$ cat src/rtl/exc_pkg.sv
package exc_pkg;
  typedef logic [4:0] mode_t;

  localparam mode_t M_USR = 5'b10000;
  localparam mode_t M_FIQ = 5'b10001;
  localparam mode_t M_IRQ = 5'b10010;
  localparam mode_t M_SVC = 5'b10011;
  localparam mode_t M_ABT = 5'b10111;
  localparam mode_t M_UND = 5'b11011;
  localparam mode_t M_SYS = 5'b11111;

  // code value times four is the vector offset
  typedef enum logic [2:0] {
    X_RST  = 3'd0,
    X_UND  = 3'd1,
    X_SWI  = 3'd2,
    X_PABT = 3'd3,
    X_DABT = 3'd4,
    X_RSVD = 3'd5,
    X_IRQ  = 3'd6,
    X_FIQ  = 3'd7
  } exc_t;

  localparam int BIT_T = 5;
  localparam int BIT_F = 6;
  localparam int BIT_I = 7;
  localparam int BIT_J = 24;

  localparam int NBANK  = 5;
  localparam int BANK_W = $clog2(NBANK);
  localparam int NSRC   = 6;

  function automatic mode_t mode_of(exc_t e);
    case (e)
      X_UND:        return M_UND;
      X_PABT,
      X_DABT:       return M_ABT;
      X_IRQ:        return M_IRQ;
      X_FIQ:        return M_FIQ;
      default:      return M_SVC;
    endcase
  endfunction

  function automatic logic has_bank(mode_t m);
    return (m == M_FIQ) || (m == M_IRQ) || (m == M_SVC) ||
           (m == M_ABT) || (m == M_UND);
  endfunction

  function automatic logic [BANK_W-1:0] bank_of(mode_t m);
    case (m)
      M_FIQ:   return BANK_W'(0);
      M_IRQ:   return BANK_W'(1);
      M_SVC:   return BANK_W'(2);
      M_ABT:   return BANK_W'(3);
      default: return BANK_W'(4);
    endcase
  endfunction
endpackage

$ cat src/rtl/exc_arbiter.sv
module exc_arbiter #(
  parameter int NREQ = 6,
  localparam int IW = $clog2(NREQ)
) (
  input  logic [NREQ-1:0] req_i,
  output logic            hit_o,
  output logic [IW-1:0]   idx_o
);
  // index 0 carries the highest rank
  always_comb begin
    hit_o = 1'b0;
    idx_o = '0;
    for (int k = NREQ - 1; k >= 0; k--) begin
      if (req_i[k]) begin
        hit_o = 1'b1;
        idx_o = IW'(k);
      end
    end
  end
endmodule

$ cat src/rtl/exc_bank.sv
module exc_bank #(
  parameter int DW    = 32,
  parameter int DEPTH = 5,
  localparam int AW = $clog2(DEPTH)
) (
  input  logic          clk,
  input  logic          we_i,
  input  logic [AW-1:0] waddr_i,
  input  logic [DW-1:0] wpsr_i,
  input  logic [DW-1:0] wlink_i,
  input  logic [AW-1:0] raddr_i,
  output logic [DW-1:0] rpsr_o,
  output logic [DW-1:0] rlink_o
);
  logic [DW-1:0] psr_mem  [DEPTH];
  logic [DW-1:0] link_mem [DEPTH];

  always_ff @(posedge clk) begin
    if (we_i) begin
      psr_mem[waddr_i]  <= wpsr_i;
      link_mem[waddr_i] <= wlink_i;
    end
  end

  assign rpsr_o  = psr_mem[raddr_i];
  assign rlink_o = link_mem[raddr_i];
endmodule

$ cat src/rtl/exc_entry_psr.sv
module exc_entry_psr
  import exc_pkg::*;
#(
  parameter int          DW        = 32,
  parameter logic [DW-1:0] LOW_BASE  = '0,
  parameter logic [DW-1:0] HIGH_BASE = DW'(32'hFFFF0000)
) (
  input  logic [DW-1:0] old_psr_i,
  input  exc_t          code_i,
  input  logic          hivec_i,
  output logic [DW-1:0] new_psr_o,
  output logic [DW-1:0] vec_o
);
  always_comb begin
    new_psr_o        = old_psr_i;
    new_psr_o[4:0]   = mode_of(code_i);
    new_psr_o[BIT_T] = 1'b0;
    new_psr_o[BIT_J] = 1'b0;
    new_psr_o[BIT_I] = 1'b1;
    if (code_i == X_FIQ) new_psr_o[BIT_F] = 1'b1;
  end

  assign vec_o = (hivec_i ? HIGH_BASE : LOW_BASE) | DW'({code_i, 2'b00});
endmodule

$ cat src/rtl/exc_entry_unit.sv
module exc_entry_unit
  import exc_pkg::*;
#(
  parameter int            DW        = 32,
  parameter logic [DW-1:0] LOW_BASE  = '0,
  parameter logic [DW-1:0] HIGH_BASE = DW'(32'hFFFF0000)
) (
  input  logic          clk,
  input  logic          rst,
  input  logic          hivec_i,
  input  logic          und_i,
  input  logic          swi_i,
  input  logic          pabt_i,
  input  logic          dabt_i,
  input  logic          irq_i,
  input  logic          fiq_i,
  input  logic          eret_i,
  input  logic [DW-1:0] link_i,
  input  logic          psr_we_i,
  input  logic [DW-1:0] psr_wd_i,
  output logic [DW-1:0] pc_o,
  output logic [DW-1:0] psr_o,
  output logic          redirect_o
);
  localparam int IW = $clog2(NSRC);
  localparam logic [DW-1:0] RESET_PSR =
    DW'(M_SVC) | (DW'(1) << BIT_I) | (DW'(1) << BIT_F);
  localparam exc_t PRIO [NSRC] = '{X_DABT, X_FIQ, X_IRQ, X_PABT, X_UND, X_SWI};

  logic [DW-1:0] psr_q, pc_q;
  logic          redir_q;

  logic [NSRC-1:0] ranked;
  logic            hit;
  logic [IW-1:0]   hit_idx;
  exc_t            win;
  logic [DW-1:0]   entry_psr, entry_vec;
  logic [DW-1:0]   saved_psr, saved_link;
  logic            ret_ok;
  logic [DW-1:0]   base_w;

  // requests in rank order, masks applied from the live status word
  assign ranked = {swi_i, und_i, pabt_i,
                   irq_i & ~psr_q[BIT_I],
                   fiq_i & ~psr_q[BIT_F],
                   dabt_i};

  exc_arbiter #(.NREQ(NSRC)) u_arb (
    .req_i (ranked),
    .hit_o (hit),
    .idx_o (hit_idx)
  );

  assign win = hit ? PRIO[hit_idx] : X_RST;

  exc_entry_psr #(.DW(DW), .LOW_BASE(LOW_BASE), .HIGH_BASE(HIGH_BASE)) u_psr (
    .old_psr_i (psr_q),
    .code_i    (win),
    .hivec_i   (hivec_i),
    .new_psr_o (entry_psr),
    .vec_o     (entry_vec)
  );

  exc_bank #(.DW(DW), .DEPTH(NBANK)) u_bank (
    .clk     (clk),
    .we_i    (hit && !rst),
    .waddr_i (bank_of(mode_of(win))),
    .wpsr_i  (psr_q),
    .wlink_i (link_i),
    .raddr_i (bank_of(psr_q[4:0])),
    .rpsr_o  (saved_psr),
    .rlink_o (saved_link)
  );

  assign ret_ok = eret_i && has_bank(psr_q[4:0]);
  assign base_w = hivec_i ? HIGH_BASE : LOW_BASE;

  always_ff @(posedge clk) begin
    if (rst) begin
      psr_q   <= RESET_PSR;
      pc_q    <= base_w;
      redir_q <= 1'b1;
    end else if (hit) begin
      psr_q   <= entry_psr;
      pc_q    <= entry_vec;
      redir_q <= 1'b1;
    end else if (ret_ok) begin
      psr_q   <= saved_psr;
      pc_q    <= saved_link;
      redir_q <= 1'b1;
    end else begin
      if (psr_we_i) psr_q <= psr_wd_i;
      redir_q <= 1'b0;
    end
  end

  assign pc_o       = pc_q;
  assign psr_o      = psr_q;
  assign redirect_o = redir_q;
endmodule

$ cat config.mk
export PLATFORM = sky130hd
export DESIGN_NAME = exc_entry_unit
export DESIGN_NICKNAME = d
export VERILOG_FILES = /design/src/rtl/exc_pkg.sv /design/src/rtl/exc_arbiter.sv /design/src/rtl/exc_bank.sv /design/src/rtl/exc_entry_psr.sv /design/src/rtl/exc_entry_unit.sv
export SDC_FILE = /design/constraint.sdc
export NUM_CORES = 1
export LEC_CHECK = 0
export BUFFER_PORTS_ARGS = -buffer_cell sky130_fd_sc_hd__buf_4
export CORE_MARGIN = 3
export CORE_UTILIZATION = 64
export CTS_BUF_LIST = sky130_fd_sc_hd__clkbuf_4
export CTS_CLUSTER_DIAMETER = 150
export DETAILED_ROUTE_END_ITERATION = 8
export HOLD_SLACK_MARGIN = 0.06
export PLACE_DENSITY = 0.88
export SYNTH_ARGS = -nofsm -noshare
export SYNTH_HDL_FRONTEND = slang
export SYNTH_SLANG_ARGS = --single-unit
$ cat constraint.sdc
create_clock -name clk -period 15.6 [get_ports clk]
set_input_delay 2.34 -clock clk [delete_from_list [all_inputs] [get_ports clk]]
set_output_delay 2.34 -clock clk [all_outputs]
set_load 0.01 [all_outputs]
==> reports/results.txt <==
outcome: finished, final reports clean
Rows: 56
CP endpoint kind: register
Psw: 0.498 mW
WP data required: 15.81 ns
fmax: 0.217 GHz
first-pass GRT wire length: 55.7 mm
PortBufs: 139
CP Capture Point: pc_o[21]
post-cts repair resize count: 0
clock skew: 0.0433 ns
R2R depth: 6
switching share of power: 23.5%
critical path arrival: 4.82 ns
most numerous cell in the Yosys netlist: edfxtp_1
max-slew violation count: 0
internal power: 1.62 mW
Comb pwr share: 7.5%
first-pass iteration count of the detailed router: 5
DPL Wire Length: 19.0 mm
top cells by area, synth: edfxtp_1 (69%), dfxtp_1 (4.3%), a211oi_1 (3.2%)
post-synth top area cell: edfxtp_1
CTS tree: built
most common library cells after synthesis: edfxtp_1 (352), nand2_1 (127), a211oi_1 (65), and3_1 (58), nor2_1 (35)
Max clock buf depth: 3
final net count: 1256
CTS buffer count: 90
Register-to-Register Setup Slack: 11.51 ns
final hold vios: 0
GRT Total Usage: 27.7%
H-Tree Depth: 3
vias: 10094
largest net degree at the start of global routing: 90
area share of the largest cell type after synthesis: 68.9%
cell count after synthesis: 1014
Slew headroom: 18.3%
Async SR Flop Fraction: 0%
post-synth net total: 1089
Synth Warn #: 0
layout cell share with drive strength beyond 1: 29.6%
Die H: 161 microns
reg-to-reg endpoint: pc_o[30]
final setup fails: 0
Die W: 161 microns
Final Core Density: 75.3%
pwr dens: 119 mW/mm^2
startpoint types: input pin
sequential share of power: 54.6%
RR Startpoint: psr_o[1]
Lkg Pwr: 6.39 nW
clock period minus worst slack: 4.61 ns
Setup CP Type: input pin to register
CTS Hold Bufs: 0
ANT nets after route: 0
Setup TNS: 0 ns
crit path from: und_i
total clock sinks: 385
initial cell density of the core: 65.2%
clk root buf: clkbuf_4
io pins: 140
initial antenna violation count: 1
register area share after synthesis: 73.2%
worst-skew pair later-pin latency: 0.73 ns
Iter 0 DRT Violations: 960
area delta synth->final: 15.5%
Worst Tran Pin Value: 1.22 ns
Post-CTS Setup Bufs: 0
Final Power: 2.12 mW
WL/cell: 22.8 microns
synthesized cell area: 0.0153 sq mm
#FFs+latches synth: 385
drt total wl: 35.9 mm
top_reg_cell synth: edfxtp_1
number of global-route vias before repair: 10531
Crit Path Max Fanout: 32
Post-synth EDFFs: 352
Die Area: 0.0259 sq mm
Max-cap violations: 0
Distinct cells, synth: 70
core box area: 0.0235 sq mm
HP Class: register to register
Period Utilization, post-route: 29.6%
vias per cell: 6.41
RSZ-0062 raised after global routing: false
RePlAce Congestion: 0.872
synthesized area per cell: 15.1 sq um
Max VDD drop: 0.0885 mV
Overflow after GRT: 0
Worst-path clk slew: 0.07 ns
drt drc: 0
Clock power frac: 37.9%
==> routing by layer <==
| layer | up-vias | wire length (microns) | track usage [%] |
|---|---|---|---|
| li1 | 4416 | - | - |
| met1 | 4884 | 13000 | 34.9 |
| met2 | 690 | 18100 | 46.1 |
| met3 | 104 | 3730 | 6.81 |
| met4 | 0 | 1030 | 12.6 |
| met5 | - | 0 | 0 |
==> critical path, stage by stage <==
cell,delay [ns]
buf_4,0.13
nor3_4,0.34
nand4_4,0.23
nor2_2,0.92
nand2_2,0.84
==> stage by stage <==
stage               cell area [sq um]  worst slack, ns  hold WS [ns]  instances
detailed placement              16500            10.36         0.537       1408
global route                    17700            10.81         0.559       1574
finish                          17700            10.99         0.546       1574
global placement                16500            10.43         0.524       1408
floorplan                       15300             8.08         0.531       1014
CTS                             17700            11.08         0.533       1573
==> flip-flops by register name, indices dropped and copies added, names as in the netlist <==
register and cells:
redirect_o 1, psr_o 32, pc_o 32, u_bank.link_mem 160, u_bank.psr_mem 160
==> power by group through the flow <==
stage / Sequential [mW] / Combinational [mW] / Clock, mW
global placement: 1.18 / 0.150 / 0
floorplan: 1.18 / 0.0929 / 0
CTS: 1.16 / 0.157 / 0.812
global route: 1.16 / 0.169 / 0.862
finish: 1.16 / 0.159 / 0.803
detailed placement: 1.18 / 0.155 / 0
==> area by class of cell <==
cell class / count / area (sq um)
diodes: 1 / 2.50
clock buffers: 139 / 1040
clock inverters: 26 / 129
fillers: 1384 / 5820
inverters: 4 / 15.0
multi-input cells: 549 / 3770
flip-flops and latches: 385 / 11200
well taps: 319 / 399
repair buffers: 151 / 1130
==> cell families (layout without fill, tap and decap cells) <==
| kind of cell | Yosys count | count (layout) | share of synthesized area, % |
|---|---|---|---|
| flops | 385 | 385 | 73.2 |
| mux | 25 | 25 | 1.66 |
| other cells | 0 | 1 | 0 |
| simple gates | 269 | 269 | 8.65 |
| xor+xnor | 2 | 2 | 0.163 |
| buf+inv | 80 | 320 | 2.66 |
| compound gates | 253 | 253 | 13.7 |
==> cells in the final DEF, fill, tap and decap left out, types with 4 or more instances in the layout <==
master	Yosys	routed
edfxtp_1	352	352
a211oi_2	20	20
dfxtp_1	33	33
o221ai_1	21	21
a311o_1	16	16
nand3_1	13	13
a31o_1	4	4
a211oi_1	65	65
a211o_1	16	16
buf_4	12	151
mux2i_1	22	22
nor2_1	35	31
o21ai_0	14	14
nor2b_1	9	9
a31oi_1	24	24
nand2_1	127	125
clkbuf_4	0	139
a31o_2	19	19
nor3_1	5	4
a21oi_1	23	23
nand2b_1	4	4
and3_1	58	56
clkinv_1	1	17
==> worst min-delay path by stage <==
stage                               startpoint                     to  cells past startpoint
after floorplan           u_bank.psr_mem[4][0]               psr_o[0]                      2
after global placement               psr_o[15]  u_bank.psr_mem[0][15]                      0
after detailed placement             psr_o[25]  u_bank.psr_mem[0][25]                      0
after CTS                            psr_o[11]  u_bank.psr_mem[3][11]                      0
after global routing                 psr_o[11]  u_bank.psr_mem[3][11]                      0
final                                psr_o[30]  u_bank.psr_mem[3][30]                      0
Power figures use the tool's default switching activity.
